**src/rtl/tt_pkg.sv**
```systemverilog
package tt_pkg;

  typedef enum logic [1:0] {
    TT_IDLE = 2'd0,
    TT_ACT  = 2'd1,
    TT_ABT  = 2'd2
  } tt_state_e;

  typedef enum logic [2:0] {
    END_NORM  = 3'd0,
    END_DWD   = 3'd1,
    END_DND   = 3'd2,
    END_RETRY = 3'd3,
    END_ABORT = 3'd4
  } tt_end_e;

  // A phase retires when the initiator is ready and the target either
  // hands over a word or asks to stop.
  function automatic logic tt_phase_done(logic irdy_n, logic trdy_n, logic stop_n);
    return !irdy_n && (!trdy_n || !stop_n);
  endfunction

  // Ending reported for a dataless stop depends on whether a word moved.
  function automatic tt_end_e tt_halt_kind(logic moved);
    return moved ? END_DND : END_RETRY;
  endfunction

endpackage

```
**src/rtl/tt_decide.sv**
```systemverilog
module tt_decide
  import tt_pkg::*;
(
  input  logic    fatal,
  input  logic    halt,
  input  logic    ready,
  input  logic    last,
  input  logic    single,
  input  logic    moved_nx,
  output logic    rel_sel,
  output logic    nx_trdy_n,
  output logic    nx_stop_n,
  output logic    kind_we,
  output tt_end_e kind
);

  logic stop_with_word;
  assign stop_with_word = single || last;

  always_comb begin
    rel_sel   = 1'b0;
    nx_trdy_n = 1'b1;
    nx_stop_n = 1'b1;
    kind_we   = 1'b0;
    kind      = END_NORM;
    if (fatal) begin
      rel_sel = 1'b1;
      kind_we = 1'b1;
      kind    = END_ABORT;
    end else if (halt) begin
      nx_stop_n = 1'b0;
      kind_we   = 1'b1;
      kind      = tt_halt_kind(moved_nx);
    end else if (ready) begin
      nx_trdy_n = 1'b0;
      nx_stop_n = !stop_with_word;
      kind_we   = stop_with_word;
      kind      = END_DWD;
    end
  end

endmodule

```
**src/rtl/tt_ledger.sv**
```systemverilog
module tt_ledger
  import tt_pkg::*;
(
  input  logic       clk,
  input  logic       rst_n,
  input  logic       start,
  input  logic       data_done,
  input  logic       kind_we,
  input  tt_end_e    kind_in,
  input  logic       finish,
  output logic       moved_nx,
  output logic       end_vld,
  output logic [2:0] end_code
);

  logic    moved_q;
  tt_end_e kind_q;

  assign moved_nx = moved_q || data_done;

  always_ff @(posedge clk or negedge rst_n) begin
    if (!rst_n) begin
      moved_q  <= 1'b0;
      kind_q   <= END_NORM;
      end_vld  <= 1'b0;
      end_code <= 3'd0;
    end else begin
      end_vld <= finish;
      if (finish) end_code <= kind_q;
      if (start) begin
        moved_q <= 1'b0;
        kind_q  <= END_NORM;
      end else begin
        moved_q <= moved_nx;
        if (kind_we) kind_q <= kind_in;
      end
    end
  end

  // a retry report only ever follows a transaction with no word moved
  assert_retry_clean_R6: assert property (@(posedge clk) disable iff (!rst_n)
    (end_vld && end_code == END_RETRY) |-> !moved_q);

  // a dataless disconnect report only follows moved data
  assert_nodata_after_data_R5: assert property (@(posedge clk) disable iff (!rst_n)
    (end_vld && end_code == END_DND) |-> moved_q);

endmodule

```
**src/rtl/tt_abort_gap.sv**
```systemverilog
module tt_abort_gap #(
  parameter int ABORT_GAP = 1
) (
  input  logic clk,
  input  logic rst_n,
  input  logic run,
  output logic done
);

  localparam int CW = (ABORT_GAP < 2) ? 1 : $clog2(ABORT_GAP + 1);
  localparam logic [CW-1:0] LAST = CW'(ABORT_GAP - 1);

  logic [CW-1:0] cnt_q;

  assign done = run && (cnt_q == LAST);

  always_ff @(posedge clk or negedge rst_n) begin
    if (!rst_n)    cnt_q <= '0;
    else if (run)  cnt_q <= cnt_q + 1'b1;
    else           cnt_q <= '0;
  end

  // the wait window never runs past its configured length
  assert_gap_bound_R7: assert property (@(posedge clk) disable iff (!rst_n)
    run |-> (cnt_q <= LAST));

endmodule

```
**src/rtl/pci_tgt_term.sv**
```systemverilog
module pci_tgt_term
  import tt_pkg::*;
#(
  parameter int ABORT_GAP = 1
) (
  input  logic       clk,
  input  logic       rst_n,
  input  logic       frame_n,
  input  logic       irdy_n,
  input  logic       claim,
  input  logic       single_only,
  input  logic       data_rdy,
  input  logic       last_req,
  input  logic       halt_req,
  input  logic       fatal_req,
  output logic       devsel_n,
  output logic       trdy_n,
  output logic       stop_n,
  output logic       end_vld,
  output logic [2:0] end_code
);

  tt_state_e st_q;
  logic      dev_q, trdy_q, stop_q;

  // Named events shared by the datapath and the assertions
  logic    phase_done, last_done, extra_ph, decide_pt, waiting, accept;
  logic    gap_done, moved_nx;
  logic    rel_sel, nx_trdy_n, nx_stop_n, kind_we;
  tt_end_e kind;

  assign phase_done = (st_q != TT_IDLE) && tt_phase_done(irdy_n, trdy_q, stop_q);
  assign last_done  = phase_done && frame_n;
  assign extra_ph   = phase_done && !frame_n && !stop_q;
  assign decide_pt  = (st_q == TT_ACT) && !last_done && !extra_ph &&
                      (phase_done || (trdy_q && stop_q));
  assign waiting    = (st_q == TT_ACT) && !phase_done && !(trdy_q && stop_q);
  assign accept     = (st_q == TT_IDLE) && claim && !frame_n;

  tt_decide u_decide (
    .fatal     (fatal_req),
    .halt      (halt_req),
    .ready     (data_rdy),
    .last      (last_req),
    .single    (single_only),
    .moved_nx  (moved_nx),
    .rel_sel   (rel_sel),
    .nx_trdy_n (nx_trdy_n),
    .nx_stop_n (nx_stop_n),
    .kind_we   (kind_we),
    .kind      (kind)
  );

  tt_ledger u_ledger (
    .clk       (clk),
    .rst_n     (rst_n),
    .start     (accept),
    .data_done (phase_done && !trdy_q),
    .kind_we   (decide_pt && kind_we),
    .kind_in   (kind),
    .finish    (last_done),
    .moved_nx  (moved_nx),
    .end_vld   (end_vld),
    .end_code  (end_code)
  );

  tt_abort_gap #(.ABORT_GAP(ABORT_GAP)) u_gap (
    .clk   (clk),
    .rst_n (rst_n),
    .run   (st_q == TT_ABT),
    .done  (gap_done)
  );

  always_ff @(posedge clk or negedge rst_n) begin
    if (!rst_n) begin
      st_q   <= TT_IDLE;
      dev_q  <= 1'b1;
      trdy_q <= 1'b1;
      stop_q <= 1'b1;
    end else begin
      case (st_q)
        TT_IDLE: begin
          if (accept) begin
            dev_q <= 1'b0;
            st_q  <= TT_ACT;
          end
        end
        TT_ACT: begin
          if (last_done) begin
            dev_q  <= 1'b1;
            trdy_q <= 1'b1;
            stop_q <= 1'b1;
            st_q   <= TT_IDLE;
          end else if (extra_ph) begin
            trdy_q <= 1'b1;
            stop_q <= 1'b0;
          end else if (decide_pt) begin
            if (rel_sel) begin
              dev_q  <= 1'b1;
              trdy_q <= 1'b1;
              stop_q <= 1'b1;
              st_q   <= TT_ABT;
            end else begin
              trdy_q <= nx_trdy_n;
              stop_q <= nx_stop_n;
            end
          end
        end
        TT_ABT: begin
          if (gap_done) begin
            stop_q <= 1'b0;
            st_q   <= TT_ACT;
          end
        end
        default: st_q <= TT_IDLE;
      endcase
    end
  end

  assign devsel_n = dev_q;
  assign trdy_n   = trdy_q;
  assign stop_n   = stop_q;

  // a pending handshake freezes all three lines
  assert_hold_wait_R8: assert property (@(posedge clk) disable iff (!rst_n)
    waiting |=> ($stable(devsel_n) && $stable(trdy_n) && $stable(stop_n)));

  // no word is offered without the claim line
  assert_trdy_claimed_R10: assert property (@(posedge clk) disable iff (!rst_n)
    !trdy_n |-> !devsel_n);

  // stop under a released claim line follows a released claim line
  assert_abort_order_R7: assert property (@(posedge clk) disable iff (!rst_n)
    ($fell(stop_n) && devsel_n) |-> ($past(devsel_n) && trdy_n));

  // a committed initiator gets a stop-only phase
  assert_extra_phase_R9: assert property (@(posedge clk) disable iff (!rst_n)
    extra_ph |=> (!stop_n && trdy_n));

  // the closing phase returns every line high and reports once
  assert_end_idle_R3: assert property (@(posedge clk) disable iff (!rst_n)
    last_done |=> (devsel_n && trdy_n && stop_n && end_vld));

  // with bursts refused, every offered word carries stop
  assert_single_word_R4: assert property (@(posedge clk) disable iff (!rst_n)
    (single_only && $stable(single_only) && $fell(trdy_n)) |-> !stop_n);

endmodule

```
**config.mk**
```make
export PLATFORM = sky130hd
export DESIGN_NAME = pci_tgt_term
export DESIGN_NICKNAME = d
export VERILOG_FILES = /design/src/rtl/tt_pkg.sv /design/src/rtl/tt_decide.sv /design/src/rtl/tt_ledger.sv /design/src/rtl/tt_abort_gap.sv /design/src/rtl/pci_tgt_term.sv
export SDC_FILE = /design/constraint.sdc
export NUM_CORES = 1
export LEC_CHECK = 0
export CORE_AREA = 3 3 43 45
export CTS_BUF_LIST = sky130_fd_sc_hd__clkbuf_4 sky130_fd_sc_hd__clkbuf_8
export DETAILED_ROUTE_END_ITERATION = 6
export DIE_AREA = 0 0 46 48
export HOLD_SLACK_MARGIN = 0.15
export PLACE_DENSITY = 0.91
export SETUP_SLACK_MARGIN = 0.15
export SLEW_MARGIN = 25
export SYNTH_ARGS = -nofsm -noshare
export SYNTH_HDL_FRONTEND = slang
export SYNTH_SLANG_ARGS = --single-unit
```
**constraint.sdc**
```tcl
create_clock -name clk -period 4.07 [get_ports clk]
set_clock_uncertainty 0.2 [all_clocks]
set_input_delay 0.814 -clock clk [delete_from_list [all_inputs] [get_ports clk]]
set_output_delay 0.814 -clock clk [all_outputs]
set_load 0.1 [all_outputs]
```
* Yosys cells after proc, flatten, opt, wreduce, memory -nomap -nowiden
Index checks and enable logic that the tools add are counted.
** Storage, ports and cells
- Bits in registers :: 14
- Bits of input ports :: 10
- Output and inout bits :: 7
- Logic and storage cells :: 95
** Cells by class
- Add/sub/neg operators :: 1
- Eq/ne operators :: 8
- Mux-type cells :: 41
- Bitwise logic cells :: 1
- Reductions and logical operators :: 35
** Operator list (count)
- $mux 1 :: 28
- $logic_and 1x1->1 :: 14
- $mux 2 :: 6
- $mux 3 :: 4
- $reduce_and 5->1 :: 2
- $ne 3x3->1 const B :: 3
- $reduce_bool 2->1 :: 4
- $logic_not 1->1 :: 7
- $pmux 2 s3 :: 1
- $logic_or 1x1->1 :: 4
- $ne 2x2->1 const B :: 2
- $ne 4x4->1 const B :: 1
- $pmux 1 s2 :: 2
- $reduce_and 3->1 :: 1
- $reduce_bool 3->1 :: 1
- $eq 2x1->1 const B :: 1
- $eq 2x2->1 const B :: 1
- $logic_not 2->1 :: 1
- $reduce_and 2->1 :: 1
- $add 1x1->1 const B :: 1
- $not 1->1 :: 1

* Depth between registers and ports, before layout
- Depth after elaboration :: 13
- Depth in mapped cells :: 7
- Gate-level depth less buffers :: 6

* Cells and area by module
From an unflattened synthesis, not the netlist that was laid out.
** Unflattened totals
- Cell total of the unflattened synthesis :: 84
- Area total of the unflattened synthesis :: 880.8 um2
** By module, submodules not included
- pci_tgt_term :: times used 1, cells an instance 51, area an instance 483.0 um2, seq. area each 128.9 um2
- tt_ledger :: times used 1, cells an instance 19, area an instance 295.3 um2, seq. area each 200.2 um2
- tt_decide :: times used 1, cells an instance 12, area an instance 63.8 um2, seq. area each 0.0 um2
- tt_abort_gap :: times used 1, cells an instance 2, area an instance 38.8 um2, seq. area each 25.0 um2

* Worst setup path after synthesis
Ideal clock, no wire load.
- Path type :: register to register
- Start :: register stop_q, in the netlist stop_n
- End :: register u_ledger.kind_q[0]
- Library setup time :: 82 ps
- Data arrival time :: 1860 ps
- Data required time :: 3788 ps
- Path slack :: 1928 ps
- Stages on the path, launching flop included :: 5
- Path buffers :: 0
- Clock period less this slack :: 2142 ps
- Path through :: dfstp_2 nand2_1 o21bai_2 or4_1 o22ai_1
** On the way
- Longest elaborated chain between the ends :: 11
- Elaborated cells on any way between the ends :: 23
- Those cells by class :: mux: 5; reduce/logical: 18
** RTL lines
- start, declared :: RTL line pci_tgt_term.sv:24 : logic dev_q, trdy_q, stop_q;
- start signal, assigned :: RTL line pci_tgt_term.sv:105 : stop_q <= nx_stop_n;
- $logic_not 1->1 :: RTL line tt_pkg.sv:20, pci_tgt_term.sv:34
- $logic_or 1x1->1 :: RTL line tt_pkg.sv:20 : return !irdy_n && (!trdy_n || !stop_n);
- $logic_and 1x1->1 :: RTL line tt_pkg.sv:20
- $logic_and 1x1->1 :: RTL line pci_tgt_term.sv:32 : assign phase_done = (st_q != TT_IDLE) && tt_phase_done(irdy_n, trdy_q, stop_q);
- $logic_and 1x1->1 (on tied branches) :: RTL line pci_tgt_term.sv:58, pci_tgt_term.sv:33, pci_tgt_term.sv:34
- $logic_or 1x1->1 (tied with other cells) :: RTL line tt_ledger.sv:19 : assign moved_nx = moved_q || data_done;
- $mux 1 (tied with other cells) :: RTL line tt_pkg.sv:25 : return moved ? END_DND : END_RETRY;
- $mux 3 / $logic_and 1x1->1 (equally long branches) :: RTL line tt_decide.sv:30, pci_tgt_term.sv:35
- $mux 3 / $logic_and 1x1->1 (equally long branches) :: RTL line tt_decide.sv:26, pci_tgt_term.sv:35
- $mux 3 / $logic_and 1x1->1 (equally long branches) :: RTL line tt_ledger.sv:35, pci_tgt_term.sv:59
- $mux 3 / $reduce_bool 2->1 (equally long branches)
- end signal, assigned :: RTL line tt_ledger.sv:35 : if (kind_we) kind_q <= kind_in;
- end, declared :: RTL line tt_ledger.sv:17 : tt_end_e kind_q;
Several ways; a longest one is shown, not always the timed one. The select of a mux whose other input is x is not followed.
A chain may end at the register's enable or synchronous reset.

* Worst setup path in the final report
- Start :: register trdy_q, in the netlist trdy_n
- End :: output port trdy_n
** RTL lines
- start, declared :: RTL line pci_tgt_term.sv:24
- start signal, assigned :: RTL line pci_tgt_term.sv:104 : trdy_q <= nx_trdy_n;
- end, declared :: RTL line pci_tgt_term.sv:17 : output logic trdy_n,
No word-level cell between the ends.

==> flow_metrics.env <==
export IMPL_status="finished clean"
export IMPL_chipWidth_um=46
export IMPL_rows=14
export IMPL_peakVddDrop_v=0.0004407
export IMPL_clkLatencyLatePin_ns=0.28
export IMPL_start_kind="flop"
export IMPL_drive_above_1_share=0.1531
export IMPL_dpl_cell_count=110
export IMPL_gp_congestion=0.8292
export IMPL_cts_hold_buf=0
export IMPL_synth_cells=79
export IMPL_cpMaxStageDelayCell="clkdlybuf4s50_1"
export IMPL_die_area_mm2=0.002208
export IMPL_clk_pin_slew_ns=0.08
export IMPL_leakagePower_nw=0.4465
export IMPL_ff2ff_path_depth=6
export IMPL_path_delay_family="buffers and inverters"
export IMPL_seq_area_frac_synth=0.4408
export IMPL_yosys_area_top_type="dfrtp_1"
export IMPL_drc_errors=0
export IMPL_vias=690
export IMPL_final_net_count=113
export IMPL_synth_top_cell_area_share=0.3427
export IMPL_final_hold_violation_count=0
export IMPL_r2r_start="st_q[0]$_DFFE_PN0P_"
export IMPL_synthesis_area_um2=803.3
export IMPL_setup_tns_ns=0
export IMPL_worstPathMaxFanout=8
export IMPL_cp_num_buf_inv=1
export IMPL_path_cells="clkdlybuf4s50_1"
export IMPL_area_growth_pct=25.55
export IMPL_worst_pin_slew_ns=0.9759
export IMPL_hold_path_class="flop to flop"
export IMPL_routed_wirelength_mm=1.804
export IMPL_clkSinkCount=14
export IMPL_io_pins=17
export IMPL_grt_pass1_vias=705
export IMPL_slew_headroom=0.3474
export IMPL_postCtsSetupRepairBufs=0
export IMPL_design_core_area_mm2=0.001506
export IMPL_cts_made_buffers=3
export IMPL_total_power_mw=0.8775
export IMPL_yosysUniqueCellTypes=36
export IMPL_final_area_mm2=0.001008
export IMPL_die_h_um=48
export IMPL_worstPathArrival_ns=2.05
export IMPL_antennaDiodeCount=0
export IMPL_cellPowerDensity_mw_per_mm2=870.2
export IMPL_antenna_found_initial=0
export IMPL_dpl_instance_area_um2=972.2
export IMPL_period_share=0.7516
export IMPL_ant_nets=0
export IMPL_final_cells=114
export IMPL_synth_warnings=0
export IMPL_setup_viol=0
export IMPL_io_buffer_count=16
export IMPL_hold_start="u_gap.cnt_q$_DFF_PN0_"
export IMPL_cts_path_max_buffers=2
export IMPL_slew_violations=0
export IMPL_regToRegSetupSlack_ns=1.93
export IMPL_timing_rr_end="u_ledger.kind_q[0]$_DFFE_PN0P_"
export IMPL_end_kind="output port"
export IMPL_hold_depth=1
export IMPL_whs_endpoint="u_gap.cnt_q$_DFF_PN0_"
export IMPL_ys_ff_latch=14
export IMPL_drtPass1Iterations=4
export IMPL_maxCapViolCount=0
export IMPL_whs_ns=0.2334
export IMPL_cts_tree="done"
export IMPL_fmax_mhz=326.9
export IMPL_post_drt_via_cell_ratio=6.053
export IMPL_grt_max_degree=15
export IMPL_synth_top_cells_by_area="dfrtp_1 34%, dfstp_2 9.8%, ha_1 6.2%, mux2_2 4.2%, inv_1 3.3%"
export IMPL_syn_num_nets=93
export IMPL_rsz0062_at_grt="false"
export IMPL_slowest_delay_ns=1.16
export IMPL_start_util=0.5332
export IMPL_avgSynthCellArea_um2=10.17
export IMPL_gr_usage_all_layers=0.1855
export IMPL_grt_overflow_total=0
export IMPL_min_period_ns=3.059
export IMPL_wl_per_cell_um=15.82
export IMPL_critical_path_class="flop to output port"
export IMPL_crit_required_ns=3.06
export IMPL_grt_pass1_wl_mm=2.932
export IMPL_ctsResizeCount=0
export IMPL_clock_root_buffer="clkbuf_4"
export IMPL_htreeDepth=1
export IMPL_drt_iter0_drc=23
export IMPL_dp_hpwl_mm=1.324
-- worst max-delay path by stage --
stage	from	end	slack [ns]	cells after the start
6_report	trdy_n$_DFFE_PN1P_	trdy_n	1.01	1
5_1_grt	trdy_n$_DFFE_PN1P_	trdy_n	0.97	1
4_1_cts	trdy_n$_DFFE_PN1P_	trdy_n	1.01	1
3_5_place_dp	trdy_n$_DFFE_PN1P_	trdy_n	1.31	1
3_3_place_gp	trdy_n$_DFFE_PN1P_	trdy_n	1.33	1
2_1_floorplan	stop_n$_DFFE_PN1P_	u_ledger.kind_q[0]$_DFFE_PN0P_	1.93	4
-- synth_stat cells, drive strengths merged --
cell / n
mux2i: 1
and2b: 1
ha: 4
a221o: 1
nand3b: 1
o31a: 1
o21ai: 3
buf: 1
a31o: 1
nor3: 3
and3: 1
o22ai: 1
mux2: 3
or4: 1
a21oi: 4
a32o: 1
nand3: 2
nand2: 4
and2: 2
or4b: 1
a31oi: 1
nand2b: 2
o31ai: 1
a22o: 1
o21bai: 2
dfstp: 3
nor2: 7
inv: 7
nor3b: 1
o211ai: 2
o21a: 2
dfrtp: 11
a211o: 1
o32a: 1
-- cell type report --
cell class                 count  area [um^2]
tap                           16        20.02
inverter                       7        26.28
timing repair buffer          16        160.2
fill                         117        498.0
multi-input combinational     57        411.6
sequential                    14        354.1
clock buffer                   4        36.28
-- sequential cells by signal (all words and copies together), names as in the netlist --
signal             cells
stop_n                 1
u_ledger.moved_q       1
devsel_n               1
u_ledger.end_code      3
u_ledger.kind_q        3
trdy_n                 1
u_ledger.end_vld       1
st_q                   2
u_gap.cnt_q            1
-- placed cells by master, fill, tap and decap left out, types with 2 or more instances in the layout --
cell type         n
nand2b_1          2
clkbuf_4          3
o21ai_0           3
ha_1              4
dfrtp_1          11
nor3_1            2
clkdlybuf4s50_1  16
nand3_1           2
mux2_2            3
nand2_1           4
dfstp_2           3
o21a_1            2
nor2_1            7
a21oi_1           4
inv_1             7
o211ai_1          2
and2_1            2
-- stage by stage --
| stage | setup slack [ns] | util |
|---|---|---|
| 2_1_floorplan | 1.928 | - |
| 3_3_place_gp | 1.329 | 0.6453 |
| 3_5_place_dp | 1.315 | 0.6453 |
| 4_1_cts | 1.008 | 0.6694 |
| 5_1_grt | 0.9662 | 0.6694 |
| 6_report | 1.011 | 0.6694 |
-- cells by family after synthesis --
logic type,after synthesis,synth area share
buffers and inverters,8,0.04673
DFF,14,0.4408
adders and majority gates,4,0.06231
and+or+nand+nor,26,0.1838
muxes,4,0.05451
AOI/OAI and AO/OA,23,0.2118
-- metal layers --
| metal | global-route usage | part of all wire | vias to the layer above |
|---|---|---|---|
| met5 | 0 | 0 | - |
| met4 | 0.1136 | 0.017 | 0 |
| met3 | 0.03383 | 0.058 | 4 |
| met2 | 0.3077 | 0.51 | 27 |
| met1 | 0.2220 | 0.41 | 337 |
| li1 | - | - | 322 |
-- power by group --
part | total [mW] | switching [mW] | internal, mW | leakage, nW
registers | 0.250 | 0.0423 | 0.208 | 0.175
logic | 0.528 | 0.356 | 0.172 | 0.251
clock network | 0.0995 | 0.0451 | 0.0544 | 0.0210
Power figures use the tool's default switching activity.
